`src/rtl/irq_route_pkg.sv`:
```
package irq_route_pkg;

   typedef enum logic {
      CORE_USER = 1'b0,
      CORE_DSP  = 1'b1
   } core_id_e;

   typedef enum logic {
      REG_CTRL  = 1'b0,
      REG_FLAGS = 1'b1
   } reg_target_e;

   // Expands a per-group enable vector into a per-flag mask.
   function automatic logic [63:0] spread_groups(input logic [63:0] grp,
                                                 input int unsigned groups,
                                                 input int unsigned width);
      logic [63:0] m;
      m = '0;
      for (int g = 0; g < groups; g++) begin
         for (int k = 0; k < width; k++) begin
            m[g*width + k] = grp[g];
         end
      end
      return m;
   endfunction

endpackage

```
`src/rtl/irq_ctrl_reg.sv`:
```
module irq_ctrl_reg
   import irq_route_pkg::*;
#(
   parameter int unsigned DATA_W     = 16,
   parameter int unsigned NUM_PORTS  = 2,
   parameter int unsigned NUM_GROUPS = 3,
   parameter int unsigned EN_LSB     = 12,
   parameter int unsigned SEL_POS    = 15
) (
   input  logic                          clk,
   input  logic                          rst_n,
   input  logic [NUM_PORTS-1:0]          ctl_wr,
   input  logic [NUM_PORTS-1:0]          ctl_user,
   input  logic [NUM_PORTS*DATA_W-1:0]   wr_data,
   output logic [NUM_GROUPS-1:0]         grp_en,
   output logic                          core_sel
);

   localparam int unsigned EN_MSB = EN_LSB + NUM_GROUPS - 1;

   if (EN_MSB >= DATA_W) begin : g_bad_en
      $error("irq_ctrl_reg: enable field exceeds data width");
   end
   if (SEL_POS >= DATA_W) begin : g_bad_sel
      $error("irq_ctrl_reg: select bit outside data width");
   end
   if (SEL_POS >= EN_LSB && SEL_POS <= EN_MSB) begin : g_overlap
      $error("irq_ctrl_reg: select bit overlaps enable field");
   end

   logic [NUM_GROUPS-1:0] en_nxt;
   logic                  sel_nxt;

   // Walk ports from highest index down so the lowest port wins.
   always_comb begin
      en_nxt  = grp_en;
      sel_nxt = core_sel;
      for (int p = NUM_PORTS - 1; p >= 0; p--) begin
         if (ctl_wr[p]) begin
            en_nxt = wr_data[p*DATA_W + EN_LSB +: NUM_GROUPS];
         end
         if (ctl_wr[p] && ctl_user[p]) begin
            sel_nxt = wr_data[p*DATA_W + SEL_POS];
         end
      end
   end

   always_ff @(posedge clk or negedge rst_n) begin
      if (!rst_n) begin
         grp_en   <= '0;
         core_sel <= CORE_USER;
      end else begin
         grp_en   <= en_nxt;
         core_sel <= sel_nxt;
      end
   end

endmodule

```
`src/rtl/irq_clr_decode.sv`:
```
module irq_clr_decode
   import irq_route_pkg::*;
#(
   parameter int unsigned DATA_W    = 16,
   parameter int unsigned NUM_PORTS = 2,
   parameter int unsigned NUM_FLAGS = 6
) (
   input  logic [NUM_PORTS-1:0]        wr_en,
   input  logic [NUM_PORTS-1:0]        wr_reg,
   input  logic [NUM_PORTS-1:0]        wr_core,
   input  logic [NUM_PORTS*DATA_W-1:0] wr_data,
   input  logic                        owner,
   output logic [NUM_FLAGS-1:0]        clr_mask
);

   if (NUM_FLAGS > DATA_W) begin : g_bad_w
      $error("irq_clr_decode: more flags than data bits");
   end

   logic [NUM_PORTS-1:0]   port_ok;
   logic [NUM_FLAGS-1:0]   port_bits [NUM_PORTS];

   for (genvar p = 0; p < NUM_PORTS; p++) begin : g_port
      // A port may clear only when its writer is the current owner.
      assign port_ok[p]   = wr_en[p]
                            && (reg_target_e'(wr_reg[p]) == REG_FLAGS)
                            && (wr_core[p] == owner);
      assign port_bits[p] = port_ok[p] ? wr_data[p*DATA_W +: NUM_FLAGS]
                                       : '0;
   end

   always_comb begin
      clr_mask = '0;
      for (int p = 0; p < NUM_PORTS; p++) begin
         clr_mask = clr_mask | port_bits[p];
      end
   end

endmodule

```
`src/rtl/irq_flag_bank.sv`:
```
module irq_flag_bank #(
   parameter int unsigned NUM_FLAGS = 6
) (
   input  logic                 clk,
   input  logic                 rst_n,
   input  logic [NUM_FLAGS-1:0] set_pulse,
   input  logic [NUM_FLAGS-1:0] clr_mask,
   output logic [NUM_FLAGS-1:0] flags
);

   if (NUM_FLAGS == 0) begin : g_bad_n
      $error("irq_flag_bank: needs at least one flag");
   end

   for (genvar i = 0; i < NUM_FLAGS; i++) begin : g_flag
      always_ff @(posedge clk or negedge rst_n) begin
         if (!rst_n) begin
            flags[i] <= 1'b0;
         end else if (set_pulse[i]) begin
            flags[i] <= 1'b1;          // set dominates a same-cycle clear
         end else if (clr_mask[i]) begin
            flags[i] <= 1'b0;
         end
      end
   end

endmodule

```
`src/rtl/irq_req_route.sv`:
```
module irq_req_route
   import irq_route_pkg::*;
#(
   parameter int unsigned NUM_FLAGS  = 6,
   parameter int unsigned GRP_WIDTH  = 2,
   parameter bit          REG_IRQ    = 1'b0,
   localparam int unsigned NUM_GROUPS = NUM_FLAGS / GRP_WIDTH
) (
   input  logic                  clk,
   input  logic                  rst_n,
   input  logic [NUM_FLAGS-1:0]  flags,
   input  logic [NUM_GROUPS-1:0] grp_en,
   input  logic                  core_sel,
   output logic                  irq_user,
   output logic                  irq_dsp
);

   if (NUM_FLAGS > 64) begin : g_bad_n
      $error("irq_req_route: flag count above 64");
   end

   logic [63:0]           en_wide;
   logic [NUM_FLAGS-1:0]  live;
   logic [NUM_GROUPS-1:0] grp_hit;
   logic                  any_req;
   logic                  user_d;
   logic                  dsp_d;

   assign en_wide = spread_groups(64'(grp_en), NUM_GROUPS, GRP_WIDTH);
   assign live    = flags & en_wide[NUM_FLAGS-1:0];

   for (genvar g = 0; g < NUM_GROUPS; g++) begin : g_grp
      assign grp_hit[g] = |live[g*GRP_WIDTH +: GRP_WIDTH];
   end

   assign any_req = |grp_hit;
   assign user_d  = any_req && (core_id_e'(core_sel) == CORE_USER);
   assign dsp_d   = any_req && (core_id_e'(core_sel) == CORE_DSP);

   if (REG_IRQ) begin : g_reg
      always_ff @(posedge clk or negedge rst_n) begin
         if (!rst_n) begin
            irq_user <= 1'b0;
            irq_dsp  <= 1'b0;
         end else begin
            irq_user <= user_d;
            irq_dsp  <= dsp_d;
         end
      end
   end else begin : g_comb
      logic unused_clk;
      assign unused_clk = clk ^ rst_n;
      assign irq_user   = user_d;
      assign irq_dsp    = dsp_d;
   end

   logic unused_hi;
   assign unused_hi = ^en_wide;

endmodule

```
`src/rtl/irq_flag_router.sv`:
```
module irq_flag_router
   import irq_route_pkg::*;
#(
   parameter int unsigned DATA_W    = 16,
   parameter int unsigned NUM_FLAGS = 6,
   parameter int unsigned GRP_WIDTH = 2,
   parameter int unsigned EN_LSB    = 12,
   parameter int unsigned SEL_POS   = 15,
   parameter bit          REG_IRQ   = 1'b0
) (
   input  logic                 clk,
   input  logic                 rst_n,
   input  logic                 p0_wr_en,
   input  logic                 p0_wr_reg,
   input  logic                 p0_wr_core,
   input  logic [DATA_W-1:0]    p0_wr_data,
   input  logic                 p1_wr_en,
   input  logic                 p1_wr_reg,
   input  logic                 p1_wr_core,
   input  logic [DATA_W-1:0]    p1_wr_data,
   input  logic [NUM_FLAGS-1:0] flag_set,
   output logic                 irq_user,
   output logic                 irq_dsp,
   output logic [NUM_FLAGS-1:0] flag_rd
);

   localparam int unsigned NUM_PORTS  = 2;
   localparam int unsigned NUM_GROUPS = NUM_FLAGS / GRP_WIDTH;

   if (GRP_WIDTH == 0 || (NUM_FLAGS % GRP_WIDTH) != 0) begin : g_bad_grp
      $error("irq_flag_router: flags must split evenly into groups");
   end

   logic [NUM_PORTS-1:0]        wr_en_v;
   logic [NUM_PORTS-1:0]        wr_reg_v;
   logic [NUM_PORTS-1:0]        wr_core_v;
   logic [NUM_PORTS*DATA_W-1:0] wr_data_v;
   logic [NUM_PORTS-1:0]        ctl_wr_v;
   logic [NUM_PORTS-1:0]        ctl_user_v;
   logic [NUM_GROUPS-1:0]       grp_en_q;
   logic                        core_sel_q;
   logic [NUM_FLAGS-1:0]        clr_mask;

   assign wr_en_v   = {p1_wr_en,   p0_wr_en};
   assign wr_reg_v  = {p1_wr_reg,  p0_wr_reg};
   assign wr_core_v = {p1_wr_core, p0_wr_core};
   assign wr_data_v = {p1_wr_data, p0_wr_data};

   for (genvar p = 0; p < NUM_PORTS; p++) begin : g_ctl
      assign ctl_wr_v[p]   = wr_en_v[p]
                             && (reg_target_e'(wr_reg_v[p]) == REG_CTRL);
      assign ctl_user_v[p] = (core_id_e'(wr_core_v[p]) == CORE_USER);
   end

   irq_ctrl_reg #(
      .DATA_W     (DATA_W),
      .NUM_PORTS  (NUM_PORTS),
      .NUM_GROUPS (NUM_GROUPS),
      .EN_LSB     (EN_LSB),
      .SEL_POS    (SEL_POS)
   ) u_ctrl (
      .clk      (clk),
      .rst_n    (rst_n),
      .ctl_wr   (ctl_wr_v),
      .ctl_user (ctl_user_v),
      .wr_data  (wr_data_v),
      .grp_en   (grp_en_q),
      .core_sel (core_sel_q)
   );

   irq_clr_decode #(
      .DATA_W    (DATA_W),
      .NUM_PORTS (NUM_PORTS),
      .NUM_FLAGS (NUM_FLAGS)
   ) u_clr (
      .wr_en    (wr_en_v),
      .wr_reg   (wr_reg_v),
      .wr_core  (wr_core_v),
      .wr_data  (wr_data_v),
      .owner    (core_sel_q),
      .clr_mask (clr_mask)
   );

   irq_flag_bank #(
      .NUM_FLAGS (NUM_FLAGS)
   ) u_bank (
      .clk       (clk),
      .rst_n     (rst_n),
      .set_pulse (flag_set),
      .clr_mask  (clr_mask),
      .flags     (flag_rd)
   );

   irq_req_route #(
      .NUM_FLAGS (NUM_FLAGS),
      .GRP_WIDTH (GRP_WIDTH),
      .REG_IRQ   (REG_IRQ)
   ) u_route (
      .clk      (clk),
      .rst_n    (rst_n),
      .flags    (flag_rd),
      .grp_en   (grp_en_q),
      .core_sel (core_sel_q),
      .irq_user (irq_user),
      .irq_dsp  (irq_dsp)
   );

endmodule

```
`config.mk`:
```
export PLATFORM = sky130hd
export DESIGN_NAME = irq_flag_router
export DESIGN_NICKNAME = d
export VERILOG_FILES = /design/src/rtl/irq_route_pkg.sv /design/src/rtl/irq_ctrl_reg.sv /design/src/rtl/irq_clr_decode.sv /design/src/rtl/irq_flag_bank.sv /design/src/rtl/irq_req_route.sv /design/src/rtl/irq_flag_router.sv
export SDC_FILE = /design/constraint.sdc
export NUM_CORES = 1
export LEC_CHECK = 0
export ABC_AREA = 1
export BUFFER_PORTS_ARGS = -buffer_cell sky130_fd_sc_hd__buf_2
export CELL_PAD_IN_SITES_DETAIL_PLACEMENT = 1
export CELL_PAD_IN_SITES_GLOBAL_PLACEMENT = 1
export CORE_MARGIN = 2
export CORE_UTILIZATION = 25
export CTS_BUF_LIST = sky130_fd_sc_hd__clkbuf_4 sky130_fd_sc_hd__clkbuf_8
export DETAILED_ROUTE_END_ITERATION = 16
export PLACE_DENSITY = 0.77
export SKIP_CTS_REPAIR_TIMING = 1
export SLEW_MARGIN = 40
export SYNTH_ARGS = -nofsm -noshare
export SYNTH_HDL_FRONTEND = slang
export SYNTH_SLANG_ARGS = --single-unit
export TNS_END_PERCENT = 1
```
`constraint.sdc`:
```
create_clock -name clk -period 1.15 [get_ports clk]
set_input_delay 0.0575 -clock clk [delete_from_list [all_inputs] [get_ports clk]]
set_output_delay 0.0575 -clock clk [all_outputs]
set_load 0.05 [all_outputs]
```
==> run_results.csv <==
group,metric,value,unit
critical_path,cp_cell_sequence,"o21ai_4, a31oi_4, buf_6",
critical_path,ff2ff_setup_slack,0.12,ns
logic_synthesis,netlist_area,628.1,um^2
floorplan,die_w,54.13,um
drt,dr.pass1.iters,3,
logic_synthesis,synth_area_leaders,"dfrtp_1 40%, nand4_1 12%, nand2_1 9.6%",
timing,hold_viol_final,1,
layout,fin_cells,164,
place,hpwlAfterDp,1.780,mm
hold_path,min_to,"u_bank.flags[5]",
floorplan,die_h,54.13,um
critical_path,max_stage_delay,0.44,ns
timing,rsz0062_at_grt,"yes",
timing,fin_worst_skew,0.01230,ns
floorplan,dieArea,2930,um^2
drt,vias,783,
critical_path,crit_path_top_delay_cell,"dfrtp_2",
timing,fin_crit,1.257,ns
logic_synthesis,ys_warn_count,0,
logic_synthesis,synth-adder-area-share,0,%
logic_synthesis,synth-xor-area-share,0,%
floorplan,io_pins,54,
global_route,grtUsageTotal,16.92,%
timing,holdWs,-0.001226,ns
global_route,first_global_vias,788,
place,io_buffers,41,
clocking,clkTransAtPathRegs,0.07,ns
critical_path,crit_fanout,3,
logic_synthesis,ys_seq_area_share,39.84,%
drt,via_per_inst,4.774,
layout,diodes,0,
timing,fmax,795.7,MHz
critical_path,path_buf_inv,1,
critical_path,arrival,1.20,ns
floorplan,core-area,2432,um^2
drt,drt_iter0_markers,8,
critical_path,r2r_cells,5,
logic_synthesis,syn_avg_cell_area,7.567,um^2
timing,layout_setup_ws,-0.1067,ns
run,drv_cap,0,
logic_synthesis,synthSimpleGateAreaFrac,37.65,%
clocking,cts_max_level,1,
clocking,cts_root_buf,"clkbuf_4",
floorplan,num_rows,18,
layout,multi_input_area,387.9,um^2
clocking,clk_path_buf_depth,2,
drt,postRouteAntennaNets,0,
layout,fillers,319,
outcome,violations,"negative hold slack, negative setup slack",
logic_synthesis,ys_ff_latch,10,
power_and_ir_drop,power.density,1154,nW/um^2
drt,avgRoutedWirePerCell,12.91,um
logic_synthesis,synthDistinctLibCells,16,
power_and_ir_drop,cellLeakagePower,0.0005199,uW
drt,wirelength,2.118,mm
hold_path,hold_path_class,"in2reg",
timing,relSlewSlack,83.47,%
place,dpl_cell_area,919.6,um^2
outcome,status,"complete, but fails checks",
logic_synthesis,synth_edf_count,0,
critical_path,required,1.09,ns
global_route,antenna_found_initial,0,
critical_path,crit_family,"flip-flops",
logic_synthesis,synth_compound_area_share,12.35,%
timing,slew_viol_final,0,
layout,syn_to_final_growth,68.13,%
logic_synthesis,yosysMostFrequentCell,"nand2_1",
clocking,cts_tree,"done",
place,place_inst,154,
power_and_ir_drop,ir_drop,0.6493,mV
critical_path,r2r-start,"u_ctrl.core_sel",
logic_synthesis,synth_top_family_by_area,"simple AND/OR/NAND/NOR gates",
critical_path,criticalPathCategory,"reg2out",
timing,tns,-0.2119,ns
logic_synthesis,muxShareOfSynthArea,0,%
layout,nets,181,
critical_path,startpoint_type,"flip-flop",
logic_synthesis,async_flop_share,100.0,%
layout,drive_above_1_share,52.99,%
logic_synthesis,synth_cells,83,
layout,fin_area,1056,um^2
logic_synthesis,synth_nets,129,
layout,seq_area,259.0,um^2
clocking,clkSinkCount,10,
logic_synthesis,netlist_top_cells_count,"16 x nand2_1, 13 x inv_1, 12 x nand4_1",
critical_path,r2r_end,"u_bank.flags[4]",
global_route,grt_max_degree,11,
global_route,grt_overflow,0,
clocking,insertion_delay,0.27,ns
place,gp_congestion,0.7565,
critical_path,cp-end-kind,"output pin",
floorplan,start_util,25.82,%
logic_synthesis,ys.flop_type,"dfrtp_1",
logic_synthesis,yosysTopAreaCellShare,39.84,%
critical_path,critical_path_depth,3,
hold_path,hold_path_depth,3,
hold_path,hold_start,"flag_set[5]",
timing,worstMarginPinSlew,0.2480,ns
drt,remaining_drc_errors,0,
critical_path,critPathLaunch,"u_bank.flags[1]",
global_route,grt_first_pass_wirelength,3.470,mm
logic_synthesis,synth_area_leader_cell,"dfrtp_1",
timing,setup_viol,2,
clocking,numCtsBuffers,3,
timing,fin_crit_sh,109.3,%
## how the worst max path moves through the flow
stage,endpoint
finish,irq_dsp
global route,irq_user
CTS,irq_dsp
detailed placement,u_bank.flags[4]
global placement,u_bank.flags[5]
floorplan,irq_dsp
## worst reg2reg max path, stage by stage (launching register included)
cell and delay [ns]:
dfrtp_2 0.45, inv_2 0.09, nand2_2 0.12, nand4_1 0.10, nand3_1 0.10, nand2_1 0.05
## placed cells by master (no fill, tap or decap)
master | netlist | final
buf_6 | 0 | 2
nand2_1 | 16 | 12
o21ai_1 | 3 | 3
inv_4 | 1 | 1
nor2_8 | 1 | 1
inv_2 | 1 | 1
nand2_2 | 2 | 6
o21ai_2 | 4 | 4
buf_2 | 0 | 39
a31oi_4 | 0 | 2
nand4_1 | 12 | 12
inv_1 | 13 | 13
dfrtp_1 | 10 | 3
clkinv_2 | 1 | 1
nand3b_1 | 1 | 1
nand3_1 | 10 | 10
nor2_1 | 3 | 3
dlygate4sd3_1 | 0 | 6
dfrtp_2 | 0 | 7
o21ai_4 | 0 | 3
clkbuf_4 | 0 | 4
## flip-flops by register name, indices dropped and copies added, names as in the netlist
register         count
u_ctrl.grp_en        3
u_bank.flags         6
u_ctrl.core_sel      1
## layer usage
layer,GRT usage [%],share of wire (%),vias up
met5,0,0,-
met4,6.250,1.3,0
met3,4.722,7.1,2
met2,29.12,50,27
met1,19.76,41,362
li1,-,-,392
## logic make-up after synthesis
logic type / Yosys count
simple gates: 45
buf+inv: 16
compound gates: 12
flops: 10
## layout make-up
class / instances / area share (%)
Inverter: 16 / 6.043
Multi-Input combinational cell: 57 / 36.73
Clock buffer: 4 / 2.844
Sequential cell: 10 / 24.53
Tap cell: 30 / 3.555
Timing Repair Buffer: 47 / 26.30
## per-stage QoR
stage / hold WS, ns / total power [uW] / util, % / setup slack (ns)
6_report: -0.001226 / 1218 / 43.42 / -0.1067
5_1_grt: -0.005874 / 1314 / 43.42 / -0.1570
4_1_cts: -0.3552 / 1170 / 39.04 / -0.2189
3_5_place_dp: -0.06171 / 885.4 / 37.81 / 0.01137
3_3_place_gp: -0.07000 / 869.8 / 37.81 / 0.06805
2_1_floorplan: -0.2381 / 735.9 / - / 0.02353
## report_power, final
| group | total [uW] | switching [uW] | leakage [uW] | internal (uW) |
|---|---|---|---|---|
| registers | 452 | 56.6 | 0.000101 | 395 |
| clock network | 279 | 122 | 0.0000184 | 157 |
| logic | 487 | 302 | 0.000400 | 185 |
| total | 1220 | 481 | 0.000520 | 737 |
No activity file was read; power rests on OpenSTA's default activity.
